--- src/rtl/enc_power_pkg.sv ---
`timescale 1ns/1ps
package enc_power_pkg;
  // Strobes handed from the sleep control to the enable datapath.
  typedef struct packed {
    logic pinSleep;  // synchronized pin sleep
    logic anySleep;  // pin or software sleep
    logic oscKill;   // oscillator pad must be off after this edge
  } pwrStrobe_t;
endpackage

--- src/rtl/enc_power_seq.sv ---
`timescale 1ns/1ps
module enc_power_seq #(
  parameter int SYNC_STAGES = 2
) (
  input  logic clk,
  input  logic rstN,
  input  logic sleepPin,
  input  logic cfgSwSleep,
  input  logic cfgXtalPadOff,
  input  logic cfgUseExtClk,
  output enc_power_pkg::pwrStrobe_t strobe,
  output logic oscHeld
);
  import enc_power_pkg::*;

  logic [SYNC_STAGES-1:0] syncChain;
  logic pinSleepS;
  logic oscKill;

  // Synchronizer chain for the asynchronous pin.
  genvar s;
  generate
    for (s = 0; s < SYNC_STAGES; s++) begin : g_sync
      always_ff @(posedge clk or negedge rstN) begin
        if (!rstN) syncChain[s] <= 1'b0;
        else if (s == 0) syncChain[s] <= sleepPin;
        else syncChain[s] <= syncChain[(s == 0) ? 0 : s-1];
      end
    end
  endgenerate

  assign pinSleepS = syncChain[SYNC_STAGES-1];

  // Oscillator-off latch: set by the pad-disable bit, released only by
  // reset or by moving to the external clock with the bit clear.
  assign oscKill = cfgXtalPadOff | (oscHeld & ~cfgUseExtClk);

  always_ff @(posedge clk or negedge rstN) begin
    if (!rstN) oscHeld <= 1'b0;
    else       oscHeld <= oscKill;
  end

  always_comb begin
    strobe.pinSleep = pinSleepS;
    strobe.anySleep = pinSleepS | cfgSwSleep;
    strobe.oscKill  = oscKill;
  end

  p_osc_set_r3: assert property (@(posedge clk) disable iff (!rstN)
    cfgXtalPadOff |=> oscHeld);

  p_osc_hold_r4: assert property (@(posedge clk) disable iff (!rstN)
    (oscHeld && !cfgUseExtClk) |=> oscHeld);

  p_sync_delay_r8: assert property (@(posedge clk) disable iff (!rstN)
    $rose(syncChain[0]) |=> pinSleepS);
endmodule

--- src/rtl/enc_power_enables.sv ---
`timescale 1ns/1ps
module enc_power_enables #(
  parameter int NUM_DAC = 3
) (
  input  logic clk,
  input  logic rstN,
  input  enc_power_pkg::pwrStrobe_t strobe,
  input  logic cfgPllOff,
  input  logic cfgPllKeep,
  input  logic cfgUseExtClk,
  input  logic cfgXtalBufOff,
  input  logic cfgClkOutOff,
  input  logic cfgClkInOff,
  input  logic cfgAnalogOff,
  input  logic [NUM_DAC-1:0] cfgDacOff,
  output logic pllEn,
  output logic xtalPadEn,
  output logic xtalBufEn,
  output logic clkOutEn,
  output logic clkInEn,
  output logic coreClkEn,
  output logic ioPadEn,
  output logic altAddrEn,
  output logic [NUM_DAC-1:0] dacEn,
  output logic vrefEn,
  output logic clkSrcExt
);
  import enc_power_pkg::*;

  logic analogOn;
  assign analogOn = ~cfgAnalogOff & ~strobe.anySleep;

  always_ff @(posedge clk or negedge rstN) begin
    if (!rstN) begin
      pllEn     <= 1'b1;
      xtalPadEn <= 1'b1;
      xtalBufEn <= 1'b1;
      clkOutEn  <= 1'b1;
      clkInEn   <= 1'b1;
      coreClkEn <= 1'b1;
      ioPadEn   <= 1'b1;
      altAddrEn <= 1'b1;
      vrefEn    <= 1'b1;
      clkSrcExt <= 1'b0;
    end else begin
      pllEn     <= ~cfgPllOff & (~strobe.anySleep | cfgPllKeep);
      xtalPadEn <= ~strobe.oscKill;
      xtalBufEn <= ~cfgXtalBufOff;
      clkOutEn  <= ~cfgClkOutOff;
      clkInEn   <= ~cfgClkInOff;
      coreClkEn <= ~strobe.anySleep;
      ioPadEn   <= ~strobe.anySleep;
      altAddrEn <= ~strobe.pinSleep;
      vrefEn    <= analogOn;
      clkSrcExt <= cfgUseExtClk;
    end
  end

  genvar d;
  generate
    for (d = 0; d < NUM_DAC; d++) begin : g_dac
      always_ff @(posedge clk or negedge rstN) begin
        if (!rstN) dacEn[d] <= 1'b1;
        else       dacEn[d] <= ~cfgDacOff[d] & analogOn;
      end
    end
  endgenerate

  p_pll_off_r2: assert property (@(posedge clk) disable iff (!rstN)
    cfgPllOff |=> !pllEn);

  p_analog_off_r6: assert property (@(posedge clk) disable iff (!rstN)
    cfgAnalogOff |=> (dacEn == '0 && !vrefEn));

  p_sleep_gate_r7: assert property (@(posedge clk) disable iff (!rstN)
    strobe.anySleep |=> (!coreClkEn && !ioPadEn && dacEn == '0));

  p_pin_alt_r8: assert property (@(posedge clk) disable iff (!rstN)
    strobe.pinSleep |=> !altAddrEn);

  p_pad_latched_r3: assert property (@(posedge clk) disable iff (!rstN)
    strobe.oscKill |=> !xtalPadEn);
endmodule

--- src/rtl/enc_power_ctrl.sv ---
`timescale 1ns/1ps
module enc_power_ctrl #(
  parameter int NUM_DAC     = 3,
  parameter int SYNC_STAGES = 2
) (
  input  logic clk,
  input  logic rstN,
  input  logic sleepPin,
  input  logic cfgSwSleep,
  input  logic cfgPllOff,
  input  logic cfgPllKeep,
  input  logic cfgXtalPadOff,
  input  logic cfgUseExtClk,
  input  logic cfgXtalBufOff,
  input  logic cfgClkOutOff,
  input  logic cfgClkInOff,
  input  logic cfgAnalogOff,
  input  logic [NUM_DAC-1:0] cfgDacOff,
  output logic pllEn,
  output logic xtalPadEn,
  output logic xtalBufEn,
  output logic clkOutEn,
  output logic clkInEn,
  output logic spClkEn,
  output logic coreClkEn,
  output logic ioPadEn,
  output logic altAddrEn,
  output logic [NUM_DAC-1:0] dacEn,
  output logic vrefEn,
  output logic clkSrcExt,
  output logic oscHeld
);
  import enc_power_pkg::*;

  pwrStrobe_t strobe;

  // The serial port must die the moment the pin rises, so no register here.
  assign spClkEn = ~sleepPin;

  enc_power_seq #(.SYNC_STAGES(SYNC_STAGES)) u_seq (
    .clk(clk), .rstN(rstN), .sleepPin(sleepPin), .cfgSwSleep(cfgSwSleep),
    .cfgXtalPadOff(cfgXtalPadOff), .cfgUseExtClk(cfgUseExtClk),
    .strobe(strobe), .oscHeld(oscHeld)
  );

  enc_power_enables #(.NUM_DAC(NUM_DAC)) u_enables (
    .clk(clk), .rstN(rstN), .strobe(strobe),
    .cfgPllOff(cfgPllOff), .cfgPllKeep(cfgPllKeep), .cfgUseExtClk(cfgUseExtClk),
    .cfgXtalBufOff(cfgXtalBufOff), .cfgClkOutOff(cfgClkOutOff),
    .cfgClkInOff(cfgClkInOff), .cfgAnalogOff(cfgAnalogOff), .cfgDacOff(cfgDacOff),
    .pllEn(pllEn), .xtalPadEn(xtalPadEn), .xtalBufEn(xtalBufEn),
    .clkOutEn(clkOutEn), .clkInEn(clkInEn), .coreClkEn(coreClkEn),
    .ioPadEn(ioPadEn), .altAddrEn(altAddrEn), .dacEn(dacEn), .vrefEn(vrefEn),
    .clkSrcExt(clkSrcExt)
  );

  p_keep_alive_r2: assert property (@(posedge clk) disable iff (!rstN)
    (cfgPllKeep && !cfgPllOff) |=> pllEn);

  p_port_free_r5: assert property (@(posedge clk) disable iff (!rstN)
    !cfgClkInOff |=> clkInEn);
endmodule

--- config.mk ---
export PLATFORM = sky130hd
export DESIGN_NAME = enc_power_ctrl
export DESIGN_NICKNAME = d
export VERILOG_FILES = /design/src/rtl/enc_power_pkg.sv /design/src/rtl/enc_power_seq.sv /design/src/rtl/enc_power_enables.sv /design/src/rtl/enc_power_ctrl.sv
export SDC_FILE = /design/constraint.sdc
export NUM_CORES = 1
export LEC_CHECK = 0
export CAP_MARGIN = 20
export CORE_MARGIN = 2
export CORE_UTILIZATION = 36
export DETAILED_ROUTE_END_ITERATION = 8
export PLACE_DENSITY = 0.76
export SYNTH_ARGS = -nofsm -noshare
export SYNTH_HDL_FRONTEND = slang
export SYNTH_SLANG_ARGS = --single-unit
export TNS_END_PERCENT = 30
--- constraint.sdc ---
create_clock -name clk -period 1.84 [get_ports clk]
set_clock_uncertainty 0.2 [all_clocks]
set_input_delay 0.368 -clock clk [delete_from_list [all_inputs] [get_ports clk]]
set_output_delay 0.368 -clock clk [all_outputs]
set_load 0.03 [all_outputs]
==> flow_metrics.tcl, run 1 <==
set metrics [dict create \
    vias_per_cell 4.139 \
    antenna_cells 0 \
    cp_data_arrival_time_ns 1.19 \
    crit_path_max_fanout 1 \
    synthCells 31 \
    pin_count 30 \
    setup_tns_ns 0 \
    start_util_pct 37.77 \
    yosys_most_used_dff "dfstp_2" \
    wl_per_cell_um 9.241 \
    fin_nets 80 \
    synth_most_common_cell "dfstp_2" \
    io_buffer_count 29 \
    synth_largest_area_cell "dfstp_2" \
    crit_family "flip-flops" \
    clock_latency_ns 0.27 \
    cap_violations 0 \
    wl_um 730 \
    drive_above_1_share_pct 34.38 \
    hold_viol 0 \
    grt_max_degree 16 \
    grt_overflow 0 \
    drc 0 \
    synth_area_leaders "dfstp_2 60%, dfrtp_1 21%, inv_1 5.5%, nor2_2 3.9%, or3_4 2.3%" \
    end_kind "output port" \
    placementRows 13 \
    worstSetupPathType "flop to output port" \
    post-dp-hpwl_um 572.6 \
    crit_chain "dlygate4sd2_1" \
    synth_top_area_share_pct 60.31 \
    cpMaxStageDelayCell "dfstp_2" \
    crit_path_start_kind "flop" \
    core_area_sq_um 1269 \
    worst_pin_slew_ns 0.3070 \
    finalSetupViolCount 0 \
    drtIter0Drc 1 \
    ys_ff_latch 15 \
    slowest_delay_ns 0.52 \
    grt_pass1_vias 269 \
    cts-root-buf "clkbuf_4" \
    grt_pass1_wl_um 1097 \
    worst_ep_required_time_ns 1.27 \
    p_leak_nw 0.3923 \
    cts_hold_buffers 0 \
    status "complete, no violations" \
    gr-usage-all-layers_pct 11.06 \
    die_w_um 40.49 \
    vias 327 \
    r2r_slack_ns 0.68 \
    synth_area_sq_um 479.2 \
    relSlewSlack_pct 79.61 \
    grt_antenna_before_repair 0 \
    clock_sinks 15 \
    cts_tree "done" \
    ys_warn_count 0 \
    slew_violations 0 \
    critPathBufInv 1 \
    path_clk_slew_ns 0.09 \
    power.density_nw_per_um2 804.2 \
    die_h_um 40.49 \
    synthArstFlopShare_pct 100.0 \
    htree_levels 1 \
    cts_buffers 3 \
    hold_path.class "flop to flop" \
    dr.pass1.iters 2 \
    grt_setup_unrepaired "no" \
    synthesis.nets 46 \
    gp_congestion 0.5742 \
    vdd_drop_max_mv 0.3838 \
    power_uw 640.0 \
    synth.distinct_cells 10 \
    syn_avg_cell_area_sq_um 15.46 \
    max-clock-path-buffers 2 \
    synth.top_cells.by_count "11 x dfstp_2, 7 x inv_1, 4 x dfrtp_1, 3 x nor2_2" \
    syn2layout_area_growth_pct 66.06 \
    drtAntennaViolNets 0 \
    fmax_mhz 568.9 \
    dieArea_sq_um 1639 \
    fin_crit_sh_pct 95.54 \
    synth_edf_count 0 \
    final_util_pct 62.72 \
    synth_seq_area_share_pct 81.20 \
    layout_min_cycle_time_ns 1.758 \
]
-- cells in the final DEF (no fill, tap or decap) --
master           count
clkdlybuf4s50_1     14
dlygate4sd2_1       14
dfstp_2             11
inv_1                7
dfrtp_1              4
nor2_2               3
clkbuf_4             3
buf_4                2
a21oi_1              1
nor2_1               1
or3_4                1
o21ba_2              1
a21o_1               1
clkinv_2             1
-- path summary, 6_finish.rpt --
path / start / endpoint / cells past startpoint
max: u_enables.xtalBufEn / xtalBufEn / 1
min: u_seq.syncChain[0] / u_seq.pinSleepS / 0
max reg2reg: u_seq.pinSleepS / u_enables.dacEn[1] / 2
min reg2reg: u_seq.syncChain[0] / u_seq.pinSleepS / 0
max in group asynchronous: rstN / u_enables.clkInEn / 2
min in group asynchronous: rstN / u_seq.oscHeld / 2
-- cell type report --
type | instances | area (sq um)
Inverter | 7 | 26.28
Tap cell | 15 | 18.77
Fill cell | 107 | 473.0
Timing Repair Buffer | 30 | 277.8
Clock inverter | 1 | 5.005
Clock buffer | 3 | 22.52
Multi-Input combinational cell | 8 | 56.30
Sequential cell | 15 | 389.1
-- layer usage --
layer	routed length, um	vias to the layer above	global-route usage [%]
li1	-	156	-
met1	303	146	13.43
met2	340	23	15.48
met3	81	2	3.333
met4	4	0	10.00
met5	0	-	0
-- kinds of logic (layout without fill, tap and decap cells) --
logic type | after synthesis | count (layout) | synth area share (%)
compound gates | 3 | 3 | 4.699
simple gates | 5 | 5 | 7.049
buf+inv | 8 | 41 | 7.051
flops | 15 | 15 | 81.20
-- power by group --
part | switching, mW | leakage (nW) | internal (mW)
logic | 0.0552 | 0.214 | 0.0483
registers | 0.00438 | 0.161 | 0.354
clock network | 0.0978 | 0.0177 | 0.0805
total | 0.157 | 0.392 | 0.483
-- flip-flops by register name (all words and copies together) (netlist names) --
signal               cells
u_enables.vrefEn         1
u_enables.xtalBufEn      1
u_seq.syncChain          1
u_enables.clkInEn        1
u_seq.pinSleepS          1
u_enables.clkSrcExt      1
u_enables.clkOutEn       1
u_enables.dacEn          3
u_seq.oscHeld            1
u_enables.pllEn          1
u_enables.altAddrEn      1
u_enables.xtalPadEn      1
u_enables.coreClkEn      1
-- per-stage QoR --
step | area [sq um] | std cells | hold WS (ns) | setup slack, ns
2_1_floorplan | 479.2 | 31 | -0.1276 | 0.4863
5_1_grt | 795.8 | 79 | 0.1674 | 0.01589
3_3_place_gp | 785.8 | 75 | 0.1318 | 0.1137
3_5_place_dp | 785.8 | 75 | 0.1362 | 0.1068
4_1_cts | 795.8 | 79 | 0.1557 | 0.06763
6_report | 795.8 | 79 | 0.1524 | 0.08216
-- what timing repair did --
action                     in CTS  in global routing
resized for setup              14                  0
buffers inserted                0                  0
setup endpoints to repair      14                  0
Power figures use the tool's default switching activity.
==> run 2, diff against run 1 <==
--- a/config.mk
+++ b/config.mk
@@ -5,8 +5,9 @@
 export SDC_FILE = /design/constraint.sdc
 export NUM_CORES = 1
 export LEC_CHECK = 0
+export ABC_CLOCK_PERIOD_IN_PS = 1840
 export CAP_MARGIN = 20
-export CORE_MARGIN = 2
+export CORE_MARGIN = 4
 export CORE_UTILIZATION = 36
 export DETAILED_ROUTE_END_ITERATION = 8
 export PLACE_DENSITY = 0.76
==> flow_metrics.tcl, run 2 (same netlist as run 1, synthesis figures left out) <==
set metrics [dict create \
    cts_setup_buffers 0 \
    post-dp-hpwl_um 790.5 \
    cp_data_arrival_time_ns 1.20 \
    max-clock-path-buffers 2 \
    fin_cells 78 \
    hold_path.class "flop to flop" \
    status "complete, no violations" \
    power_uw 644.1 \
    timing.hold.ws_ns 0.1636 \
    cap_violations 0 \
    clock_sinks 15 \
    pre_cts_slack_ns 0.09749 \
    vdd_drop_max_mv 0.5163 \
    die_h_um 44.49 \
    syn2layout_area_growth_pct 65.54 \
    drc 0 \
    final.fill_count 107 \
    worst_ep_required_time_ns 1.27 \
    io_buffer_count 29 \
    grt_overflow 0 \
    largest_reg_flops 3 \
    slew_violations 0 \
    power.density_nw_per_um2 811.9 \
    pin_count 30 \
    cts-root-buf "clkbuf_4" \
    drtIter0Drc 3 \
    top_register "u_enables.dacEn" \
    gr-usage-all-layers_pct 11.30 \
    r2r_end "u_enables.dacEn[0]" \
    setup_ws_ns 0.07051 \
    crit_start "u_enables.clkInEn" \
    worstSetupPathType "flop to output port" \
    grt_max_degree 16 \
    final_cell_mix "14 x clkdlybuf4s50_1, 14 x dlygate4sd2_1, 11 x dfstp_2, 7 x inv_1, 4 x dfrtp_1" \
    gp_congestion 0.6961 \
    r2r_slack_ns 0.66 \
    final_cell_area_sq_um 793.3 \
    htree_levels 1 \
    critPathBufInv 1 \
    crit_chain "dlygate4sd2_1" \
    path_clk_slew_ns 0.08 \
    clock_latency_ns 0.28 \
    dpl_cell_area_sq_um 784.5 \
    hold_viol 0 \
    setup_tns_ns 0 \
    layout_min_cycle_time_ns 1.769 \
    grt_setup_unrepaired "no" \
    drive_above_1_share_pct 32.81 \
    vias 333 \
    die_w_um 44.49 \
    slowest_delay_ns 0.52 \
    dp.cells 74 \
    grt_pass1_wl_um 1524 \
    grt_pass1_vias 362 \
    cpMaxStageDelayCell "dfstp_2" \
    multiInputGateArea_sq_um 56.30 \
    ff_latch_area_sq_um 389.1 \
    dieArea_sq_um 1979 \
    dr.pass1.iters 4 \
    wl_um 965 \
    grt_antenna_before_repair 0 \
    worst_pin_slew_ns 0.3211 \
    crit_path_max_fanout 1 \
    finalSetupViolCount 0 \
    start_util_pct 40.40 \
    cts_buffers 3 \
    antenna_cells 0 \
    fmax_mhz 565.1 \
    final_util_pct 66.88 \
    end_kind "output port" \
    crit_path_start_kind "flop" \
    worstSetupEndpoint "clkInEn" \
    p_leak_nw 0.3895 \
    cts_tree "done" \
    drtAntennaViolNets 0 \
    fin_crit_sh_pct 96.17 \
    crit_cells 1 \
    fin_nets 80 \
    wl_per_cell_um 12.37 \
    rr_startpoint "u_seq.pinSleepS" \
    crit_family "flip-flops" \
    relSlewSlack_pct 78.68 \
    placementRows 12 \
    r2r_cells 2 \
    core_area_sq_um 1186 \
    vias_per_cell 4.269 \
]
==> run 2: how the worst min path moves through the flow <==
stage | start | end | slack, ns | cells after the start
floorplan | rstN | u_enables.clkSrcExt | -0.13 | 0
global placement | u_seq.syncChain[0] | u_seq.pinSleepS | 0.13 | 0
detailed placement | u_seq.syncChain[0] | u_seq.pinSleepS | 0.15 | 0
CTS | u_seq.syncChain[0] | u_seq.pinSleepS | 0.17 | 0
global route | u_seq.syncChain[0] | u_seq.pinSleepS | 0.18 | 0
finish | u_seq.syncChain[0] | u_seq.pinSleepS | 0.16 | 0
==> run 2: final cells by class <==
class	instances	share of cell area [%]
inverters	7	3.312
multi-input cells	8	7.098
clock buffers	4	3.312
repair buffers	30	35.02
well taps	14	2.208
flip-flops and latches	15	49.05
==> run 2: repair_timing <==
action | CTS | global route
hold buffers | 0 | 0
gates resized for setup | 14 | 0
setup endpoints to repair | 14 | 0
==> run 2: per-layer routing <==
layer / GRT usage [%] / part of all wire, % / vias up
met5: 0 / 0 / -
met3: 2.846 / 9.4 / 2
met2: 20.34 / 54 / 19
met4: 9.036 / 1.8 / 0
met1: 10.51 / 35 / 155
li1: - / - / 157
==> run 2: power by group <==
group | internal [mW] | switching, mW
clock | 0.0841 | 0.0966
sequential | 0.354 | 0.00489
combinational | 0.0483 | 0.0564
total | 0.486 | 0.158
==> run 3, diff against run 2 <==
--- a/config.mk
+++ b/config.mk
@@ -11,6 +11,7 @@
 export CORE_UTILIZATION = 36
 export DETAILED_ROUTE_END_ITERATION = 8
 export PLACE_DENSITY = 0.76
+export REMOVE_ABC_BUFFERS = 1
 export SYNTH_ARGS = -nofsm -noshare
 export SYNTH_HDL_FRONTEND = slang
 export SYNTH_SLANG_ARGS = --single-unit
==> flow_metrics.tcl, run 3 (same netlist as run 1, synthesis figures left out) <==
set metrics [dict create \
    status "complete, no violations" \
    cap_violations 0 \
    finalSetupViolCount 0 \
    slew_violations 0 \
    syn2layout_area_growth_pct 66.32 \
    die_h_um 44.49 \
    cts_tree "done" \
    cts_hold_buffers 0 \
    clock_sinks 15 \
    worstSetupPathType "flop to output port" \
    gr-usage-all-layers_pct 11.48 \
    hold_viol 0 \
    top_register "u_enables.dacEn" \
    antenna_cells 0 \
    comb_power_share_pct 16.5 \
    relSlewSlack_pct 78.82 \
    final_util_pct 67.19 \
    vias_per_cell 4.372 \
    fin_crit_sh_pct 95.75 \
    cellInternalPower_uw 486.7 \
    pre_cts_slack_ns 0.09412 \
    max-clock-path-buffers 2 \
    cts_buffers 3 \
    timing.hold.ws_ns 0.1711 \
    final_common_cell "clkdlybuf4s50_1" \
    fin_nets 80 \
    wl_um 953 \
    cpMaxStageDelayCell "dfstp_2" \
    grt_overflow 0 \
    placementRows 12 \
    drive_above_1_share_pct 32.81 \
    power.density_nw_per_um2 803.5 \
    crit_chain "dlygate4sd2_1" \
    end_kind "output port" \
    clock_latency_ns 0.27 \
    drtIter0Drc 2 \
    die_w_um 44.49 \
    crit_path_max_fanout 2 \
    layout_min_cycle_time_ns 1.762 \
    gp_congestion 0.6160 \
    setup_tns_ns 0 \
    post-dp-hpwl_um 725.7 \
    dr.pass1.iters 3 \
    p_switching_uw 153.7 \
    multiInputGateArea_sq_um 56.30 \
    vdd_drop_max_mv 0.4648 \
    wl_per_cell_um 12.22 \
    grt_max_degree 16 \
    drtAntennaViolNets 0 \
    hold_path.class "flop to flop" \
    ff_latch_area_sq_um 389.1 \
    cts_setup_buffers 0 \
    grt_antenna_before_repair 0 \
    p_clk_share_pct 27.4 \
    io_buffer_count 29 \
    slowest_delay_ns 0.53 \
    crit_family "flip-flops" \
    path_clk_slew_ns 0.08 \
    grt_pass1_wl_um 1545 \
    p_leak_nw 0.3973 \
    critPathBufInv 1 \
    dieArea_sq_um 1979 \
    drc 0 \
    setup_ws_ns 0.07823 \
    vias 341 \
    largest_reg_flops 3 \
    cp_data_arrival_time_ns 1.19 \
    fmax_mhz 567.6 \
    grt_setup_unrepaired "no" \
    final_cell_mix "14 x clkdlybuf4s50_1, 13 x dlygate4sd2_1, 11 x dfstp_2, 7 x inv_1, 4 x dfrtp_1" \
    pin_count 30 \
    htree_levels 1 \
    cts-root-buf "clkbuf_4" \
    worst_ep_required_time_ns 1.27 \
    seqPwrFrac_pct 56.0 \
    crit_path_start_kind "flop" \
    start_util_pct 40.40 \
    grt_pass1_vias 356 \
    core_area_sq_um 1186 \
    worst_pin_slew_ns 0.3172 \
    switching_share_pct 24.00 \
    final.fill_count 95 \
]
==> run 3: cell type report <==
| cell class | count | share of cell area, % |
|---|---|---|
| clock buffers | 4 | 3.297 |
| repair buffers | 30 | 35.32 |
| flip-flops and latches | 15 | 48.82 |
| inverters | 7 | 3.297 |
| well taps | 14 | 2.198 |
| multi-input cells | 8 | 7.064 |
==> run 3: layer usage <==
metal,vias to the layer above,routed length [um],track usage (%)
met5,-,0,0
met4,0,0,3.614
met3,0,123,6.098
met2,19,557,21.78
met1,163,271,10.03
li1,159,-,-
==> run 3: path summary, 6_finish.rpt <==
kind                       slack (ns)             endpoint                 from  cells after the start
setup / recovery                 0.08              ioPadEn  u_enables.coreClkEn                      1
hold / removal                   0.17      u_seq.pinSleepS   u_seq.syncChain[0]                      0
setup reg to reg                 0.66   u_enables.dacEn[2]      u_seq.pinSleepS                      2
hold reg to reg                  0.17      u_seq.pinSleepS   u_seq.syncChain[0]                      0
max in group asynchronous        1.00   u_enables.dacEn[2]                 rstN                      2
min in group asynchronous        0.21  u_enables.clkSrcExt                 rstN                      2
==> run 3: what timing repair did <==
item	in CTS	in global routing
endpoints found under the setup margin	13	1
hold endpoints to repair	0	0
gates resized for setup	13	1
==> run 3: power by group through the flow <==
stage	Clock [mW]	Sequential (mW)	Combinational, mW
5_1_grt	0.202	0.361	0.113
4_1_cts	0.186	0.359	0.108
6_report	0.176	0.359	0.106
3_3_place_gp	0	0.364	0.115
3_5_place_dp	0	0.365	0.117
2_1_floorplan	0	0.397	0.0129
==> run 3: metrics by stage <==
| stage | instances | instance area [sq um] | total power [mW] |
|---|---|---|---|
| after floorplan | 30 | 471.7 | 0.4104 |
| after global placement | 74 | 784.5 | 0.4790 |
| after detailed placement | 74 | 784.5 | 0.4818 |
| after CTS | 78 | 794.5 | 0.6535 |
| after global routing | 78 | 797.0 | 0.6754 |
| final | 78 | 797.0 | 0.6404 |
